===== config.mk =====
export PLATFORM = sky130hd
export DESIGN_NAME = rtc_tod_unit
export DESIGN_NICKNAME = d
export VERILOG_FILES = /design/src/rtl/rtc_tod_pkg.sv /design/src/rtl/rtc_prescaler.sv /design/src/rtl/rtc_time_counter.sv /design/src/rtl/rtc_alarm_match.sv /design/src/rtl/rtc_tod_unit.sv
export SDC_FILE = /design/constraint.sdc
export NUM_CORES = 1
export LEC_CHECK = 0
export ABC_CLOCK_PERIOD_IN_PS = 12400
export CAP_MARGIN = 20
export CORE_ASPECT_RATIO = 0.9
export CORE_MARGIN = 8
export CORE_UTILIZATION = 40
export DETAILED_ROUTE_END_ITERATION = 16
export PLACE_DENSITY = 0.69
export SKIP_CTS_REPAIR_TIMING = 1
export SLEW_MARGIN = 30
export SYNTH_ARGS = -nofsm -noshare
export SYNTH_HDL_FRONTEND = slang
export SYNTH_SLANG_ARGS = --single-unit

===== constraint.sdc =====
create_clock -name clk -period 12.4 [get_ports clk]
set_input_delay 1.86 -clock clk [delete_from_list [all_inputs] [get_ports clk]]
set_output_delay 1.86 -clock clk [all_outputs]
set_load 0.02 [all_outputs]

===== src/rtl/rtc_tod_pkg.sv =====
`timescale 1ns/1ps
package rtc_tod_pkg;
  localparam logic [2:0] SEL_SEC   = 3'd0;
  localparam logic [2:0] SEL_MIN   = 3'd1;
  localparam logic [2:0] SEL_HOUR  = 3'd2;
  localparam logic [2:0] SEL_ASEC  = 3'd3;
  localparam int         ALARM_FIELDS = 3;

  // stored byte -> numeric value
  function automatic logic [6:0] dec_val(input logic [7:0] b, input logic bin);
    if (bin) return b[6:0];
    return ({3'b000, b[7:4]} * 7'd10) + {3'b000, b[3:0]};
  endfunction

  // numeric value -> stored byte
  function automatic logic [7:0] enc_val(input logic [6:0] v, input logic bin);
    logic [6:0] tens;
    logic [6:0] ones;
    tens = v / 7'd10;
    ones = v - (tens * 7'd10);
    if (bin) return {1'b0, v};
    return {tens[3:0], ones[3:0]};
  endfunction
endpackage


===== src/rtl/rtc_prescaler.sv =====
`timescale 1ns/1ps
module rtc_prescaler #(
  parameter int PRESCALE_BITS = 15,
  parameter int UIP_TICKS     = 8
) (
  input  logic       clk,
  input  logic       rst_n,
  input  logic       tick,
  input  logic       freeze,
  input  logic [2:0] div_ctl,
  output logic       sec_strobe,
  output logic       uip
);
  localparam logic [PRESCALE_BITS-1:0] CNT_MAX   = {PRESCALE_BITS{1'b1}};
  localparam logic [PRESCALE_BITS-1:0] CNT_HALF  = CNT_MAX ^ (CNT_MAX >> 1);
  localparam logic [PRESCALE_BITS-1:0] UIP_START = CNT_MAX - PRESCALE_BITS'(UIP_TICKS - 1);

  logic [PRESCALE_BITS-1:0] cnt_q;
  logic div_hold;
  logic div_run;

  assign div_hold = (div_ctl[2:1] == 2'b11);
  assign div_run  = (div_ctl <= 3'd2);

  always_ff @(posedge clk or negedge rst_n) begin
    if (!rst_n)               cnt_q <= '0;
    else if (div_hold)        cnt_q <= CNT_HALF;
    else if (div_run && tick) cnt_q <= cnt_q + 1'b1;
  end

  assign sec_strobe = div_run && tick && !freeze && (cnt_q == CNT_MAX);
  assign uip        = div_run && !freeze && (cnt_q >= UIP_START);

  AST_STROBE_IN_UIP: assert property (@(posedge clk) disable iff (!rst_n)
    sec_strobe |-> uip);
endmodule


===== src/rtl/rtc_time_counter.sv =====
`timescale 1ns/1ps
module rtc_time_counter
  import rtc_tod_pkg::*;
(
  input  logic       clk,
  input  logic       rst_n,
  input  logic       advance,
  input  logic       fmt_binary,
  input  logic       fmt_24h,
  input  logic       wr_en,
  input  logic [2:0] wr_sel,
  input  logic [7:0] wr_data,
  output logic [7:0] sec_q,
  output logic [7:0] min_q,
  output logic [7:0] hour_q,
  output logic [7:0] sec_nx,
  output logic [7:0] min_nx,
  output logic [7:0] hour_nx,
  output logic       day_wrap
);
  logic [6:0] sec_d, min_d, hour_d;
  logic       sec_end, min_end;
  logic [6:0] hour_v;
  logic       pm_v;

  always_comb begin
    sec_d   = dec_val(sec_q, fmt_binary);
    min_d   = dec_val(min_q, fmt_binary);
    hour_d  = dec_val({1'b0, hour_q[6:0]}, fmt_binary);
    sec_end = (sec_d >= 7'd59);
    min_end = sec_end && (min_d >= 7'd59);

    sec_nx  = enc_val(sec_end ? 7'd0 : sec_d + 7'd1, fmt_binary);
    min_nx  = sec_end ? enc_val((min_d >= 7'd59) ? 7'd0 : min_d + 7'd1, fmt_binary) : min_q;

    hour_v   = hour_d;
    pm_v     = hour_q[7];
    day_wrap = 1'b0;
    if (fmt_24h) begin
      pm_v = 1'b0;
      if (hour_d >= 7'd23) begin
        hour_v   = 7'd0;
        day_wrap = min_end;
      end else begin
        hour_v = hour_d + 7'd1;
      end
    end else begin
      if (hour_d >= 7'd12) begin
        hour_v = 7'd1;
      end else if (hour_d == 7'd11) begin
        hour_v   = 7'd12;
        pm_v     = ~hour_q[7];
        day_wrap = min_end && hour_q[7];
      end else begin
        hour_v = hour_d + 7'd1;
      end
    end
    if (min_end) begin
      hour_nx = enc_val(hour_v, fmt_binary);
      if (!fmt_24h) hour_nx[7] = pm_v;
    end else begin
      hour_nx = hour_q;
    end
  end

  always_ff @(posedge clk or negedge rst_n) begin
    if (!rst_n) begin
      sec_q  <= '0;
      min_q  <= '0;
      hour_q <= '0;
    end else begin
      if (advance) begin
        sec_q  <= sec_nx;
        min_q  <= min_nx;
        hour_q <= hour_nx;
      end
      if (wr_en) begin
        case (wr_sel)
          SEL_SEC:  sec_q  <= wr_data;
          SEL_MIN:  min_q  <= wr_data;
          SEL_HOUR: hour_q <= wr_data;
          default:  ;
        endcase
      end
    end
  end

  AST_DAY_ONLY_ON_ZERO_MIN: assert property (@(posedge clk) disable iff (!rst_n)
    (advance && day_wrap && !wr_en) |=> (min_q == 8'h00));
endmodule


===== src/rtl/rtc_alarm_match.sv =====
`timescale 1ns/1ps
module rtc_alarm_match
  import rtc_tod_pkg::*;
(
  input  logic       clk,
  input  logic       rst_n,
  input  logic       wr_en,
  input  logic [2:0] wr_sel,
  input  logic [7:0] wr_data,
  input  logic [7:0] sec_nx,
  input  logic [7:0] min_nx,
  input  logic [7:0] hour_nx,
  output logic       match
);
  logic [7:0] cur [ALARM_FIELDS];
  logic [ALARM_FIELDS-1:0] hit;

  assign cur[0] = sec_nx;
  assign cur[1] = min_nx;
  assign cur[2] = hour_nx;

  for (genvar g = 0; g < ALARM_FIELDS; g++) begin : g_field
    logic [7:0] alarm_q;
    always_ff @(posedge clk or negedge rst_n) begin
      if (!rst_n) alarm_q <= '0;
      else if (wr_en && (wr_sel == SEL_ASEC + 3'(g))) alarm_q <= wr_data;
    end
    assign hit[g] = (alarm_q[7:6] == 2'b11) || (alarm_q == cur[g]);
  end

  assign match = &hit;
endmodule


===== src/rtl/rtc_tod_unit.sv =====
`timescale 1ns/1ps
module rtc_tod_unit #(
  parameter int PRESCALE_BITS = 15,
  parameter int UIP_TICKS     = 8
) (
  input  logic       clk,
  input  logic       rst_n,
  input  logic       tick_32k,
  input  logic       set_freeze,
  input  logic       fmt_binary,
  input  logic       fmt_24h,
  input  logic [2:0] div_ctl,
  input  logic       wr_en,
  input  logic [2:0] wr_sel,
  input  logic [7:0] wr_data,
  output logic [7:0] sec_q,
  output logic [7:0] min_q,
  output logic [7:0] hour_q,
  output logic       uip,
  output logic       uf_set,
  output logic       af_set,
  output logic       day_carry
);
  logic       strobe;
  logic [7:0] sec_nx, min_nx, hour_nx;
  logic       day_wrap;
  logic       alarm_hit;

  rtc_prescaler #(.PRESCALE_BITS(PRESCALE_BITS), .UIP_TICKS(UIP_TICKS)) u_pre (
    .clk(clk), .rst_n(rst_n), .tick(tick_32k), .freeze(set_freeze),
    .div_ctl(div_ctl), .sec_strobe(strobe), .uip(uip)
  );

  rtc_time_counter u_time (
    .clk(clk), .rst_n(rst_n), .advance(strobe),
    .fmt_binary(fmt_binary), .fmt_24h(fmt_24h),
    .wr_en(wr_en), .wr_sel(wr_sel), .wr_data(wr_data),
    .sec_q(sec_q), .min_q(min_q), .hour_q(hour_q),
    .sec_nx(sec_nx), .min_nx(min_nx), .hour_nx(hour_nx),
    .day_wrap(day_wrap)
  );

  rtc_alarm_match u_alarm (
    .clk(clk), .rst_n(rst_n),
    .wr_en(wr_en), .wr_sel(wr_sel), .wr_data(wr_data),
    .sec_nx(sec_nx), .min_nx(min_nx), .hour_nx(hour_nx),
    .match(alarm_hit)
  );

  always_ff @(posedge clk or negedge rst_n) begin
    if (!rst_n) begin
      uf_set    <= 1'b0;
      af_set    <= 1'b0;
      day_carry <= 1'b0;
    end else begin
      uf_set    <= strobe;
      af_set    <= strobe && alarm_hit;
      day_carry <= strobe && day_wrap;
    end
  end

  AST_UF_SINGLE_CYCLE: assert property (@(posedge clk) disable iff (!rst_n)
    uf_set |=> !uf_set);
  AST_AF_WITH_UF: assert property (@(posedge clk) disable iff (!rst_n)
    af_set |-> uf_set);
  AST_DAY_WITH_UF: assert property (@(posedge clk) disable iff (!rst_n)
    day_carry |-> uf_set);
  AST_FREEZE_HOLDS_TIME: assert property (@(posedge clk) disable iff (!rst_n)
    (set_freeze && !wr_en) |=> ($stable(sec_q) && $stable(min_q) && $stable(hour_q) && !uf_set));
  AST_HOLD_NO_UPDATE: assert property (@(posedge clk) disable iff (!rst_n)
    (div_ctl[2:1] == 2'b11) |=> !uf_set);
endmodule


==> impl_metrics.json <==
{
  "status": "completed",
  "synth_edf_count": 0,
  "cts_root_buf": "clkbuf_16",
  "tritoncts": "built",
  "slew_headroom": 0.383,
  "drc": 0,
  "hp-class": "register to register",
  "rsz0062_at_grt": "false",
  "io_pins": 49,
  "cts_buffers": 9,
  "fp.dieH_um": 133,
  "critPathKind": "input port to register",
  "hpwl_um": 11600,
  "peakVddDrop_uv": 94.0,
  "max-cap-violations": 0,
  "grt_usage": 0.165,
  "layout_commonest_cell": "nand2_1",
  "synth_area_sq_mm": 0.00603,
  "clk_pin_slew_ps": 50,
  "clk_latency_ps": 330,
  "multi_input_comb_area_sq_mm": 0.00413,
  "vias": 5374,
  "drive_gt1_frac": 0.107,
  "required_ps": 12660,
  "core_area_sq_mm": 0.0147,
  "period_share": 0.646,
  "initial_core_util": 0.410,
  "syn_inst": 697,
  "critPathMaxFanout": 66,
  "finalHoldViolations": 0,
  "max_slew.worst_pin.slew_ps": 926,
  "leakage_nw": 2.78,
  "fin_tns_setup_ps": 0,
  "via_per_inst": 5.73,
  "final-max-slew-violation-count": 0,
  "min_period_ps": 8010,
  "grt_pass1_vias": 5197,
  "power_mw": 1.33,
  "area_growth_pct": 14.9,
  "fin_util": 0.471,
  "avgSynthCellArea_sq_um": 8.66,
  "syn-num-nets": 757,
  "nets": 796,
  "dieArea_sq_mm": 0.0193,
  "cp.arrival_ps": 8270,
  "fmax_mhz": 125,
  "cts_sinks": 66,
  "floorplan.rows": 42,
  "port-buffer-count": 48,
  "grt_max_degree": 67,
  "die_x_um": 145,
  "antenna_found_initial": 0,
  "setup_ws_ps": 4390,
  "regArea_sq_mm": 0.00165,
  "start_kind": "input port",
  "routabilityCongestion": 0.937,
  "final-setup-viol-count": 0,
  "cts_buffer_depth": 2,
  "seq_area_frac_synth": 0.274,
  "fillCellCount": 1438,
  "wl_per_cell_um": 16.7,
  "p_per_area_mw_per_mm2": 192,
  "gr-total-overflow": 0,
  "grt_pass1_wl_um": 26800,
  "async_flop_share": 1.00,
  "ys_types": 89,
  "dp_slack_ps": 4230,
  "yosysWarningCount": 0,
  "diodes": 0,
  "final_cell_mix": "nand2_1, dfrtp_1, nor2_1, clkdlybuf4s50_1, a21oi_1",
  "ant_nets": 0,
  "dr.pass1.iters": 4,
  "synth-main-ff-cell": "dfrtp_1",
  "ys_ff_latch": 66,
  "drt_wl_total_um": 15600,
  "h-tree-depth": 3,
  "cp-end-kind": "register",
  "drt_iter0_markers": 286,
  "fin_skew_ps": 8.77
}
-- metal layers --
layer	vias up	global-route usage	wire length [um]
met1	2572	0.228	7410
met2	161	0.262	7150
li1	2630	-	-
met4	0	0.0352	103
met3	11	0.0324	981
met5	-	0	0
-- through the flow --
stage / area [sq um] / hold slack, ps / std cells
CTS: 6930 / 530 / 938
global route: 6930 / 551 / 938
floorplan: 6030 / 494 / 697
finish: 6930 / 530 / 938
global placement: 6650 / 511 / 923
detailed placement: 6650 / 519 / 923
-- power by group --
| part | switching, mW | internal (mW) |
|---|---|---|
| clock network | 0.0890 | 0.153 |
| logic | 0.444 | 0.336 |
| registers | 0.0588 | 0.249 |
| total | 0.592 | 0.739 |
-- sequential cells by signal (all words and copies together) (netlist names) --
register                 cells
u_time.sec_q                 8
uf_set                       1
u_time.min_q                 8
day_carry                    1
u_time.hour_q                8
u_alarm.g_field.alarm_q     24
u_pre.cnt_q                 15
af_set                       1
-- worst paths after layout --
check	slack, ps	from	endpoint	cells past startpoint
worst max register to register	5580	u_time.hour_q[6]$_DFF_PN0_	af_set$_DFF_PN0_	25
min in group asynchronous	1710	rst_n	u_pre.cnt_q[14]$_DFFE_PN0P_	2
worst min register to register	530	u_alarm.g_field[1].alarm_q[1]$_DFFE_PN0P_	u_alarm.g_field[1].alarm_q[1]$_DFFE_PN0P_	1
worst max-delay path	4390	fmt_binary	af_set$_DFF_PN0_	25
worst min-delay path	530	u_alarm.g_field[1].alarm_q[1]$_DFFE_PN0P_	u_alarm.g_field[1].alarm_q[1]$_DFFE_PN0P_	1
max in group asynchronous	10120	rst_n	u_alarm.g_field[0].alarm_q[6]$_DFFE_PN0P_	2
-- synth_stat cells, drive strengths merged (9+ instances only) --
master,n,area (sq um)
nand3,19,95.1
xnor2,31,272
clkbuf,17,63.8
o21ai,46,234
ha,31,388
nor3,23,115
mux2,33,372
dfrtp,66,1650
a21oi,45,225
inv,28,105
o31ai,9,95.1
nand2,72,273
nor2,66,264
xor2,29,254
mux2i,15,150
-- area by class of cell --
| cell class | instances | share of cell area |
|---|---|---|
| repair buffers | 53 | 0.0733 |
| clock buffers | 9 | 0.0325 |
| flip-flops and latches | 66 | 0.238 |
| clock inverters | 6 | 0.00848 |
| multi-input cells | 577 | 0.596 |
| inverters | 29 | 0.0157 |
| well taps | 198 | 0.0357 |
-- critical path, cell delays in order --
cell and delay, ps:
buf_2 80, buf_4 540, inv_2 430, and4_1 300
a221oi_2 420, a21boi_0 170, o21ai_1 500, o21bai_1 290
a21o_1 170, ha_1 250, a2111oi_0 520, o22ai_2 250
or2_2 340, inv_1 70, ha_1 140, inv_1 50
fa_1 480, inv_1 100, o31ai_1 80, a221oi_1 360
o31ai_1 130, nor3_1 200, a32oi_1 120, a211oi_1 220
o2111a_1 200
-- logic make-up after synthesis --
| kind of cell | after synthesis | share of synthesized area |
|---|---|---|
| XOR/XNOR | 60 | 0.0871 |
| AND/OR/NAND/NOR | 250 | 0.205 |
| buffers and inverters | 54 | 0.0413 |
| flip-flops | 66 | 0.274 |
| AO/OA/AOI/OAI | 180 | 0.215 |
| adder cells (fa/ha/maj) | 39 | 0.0908 |
| multiplexers | 48 | 0.0865 |
No activity file was read; power rests on OpenSTA's default activity.
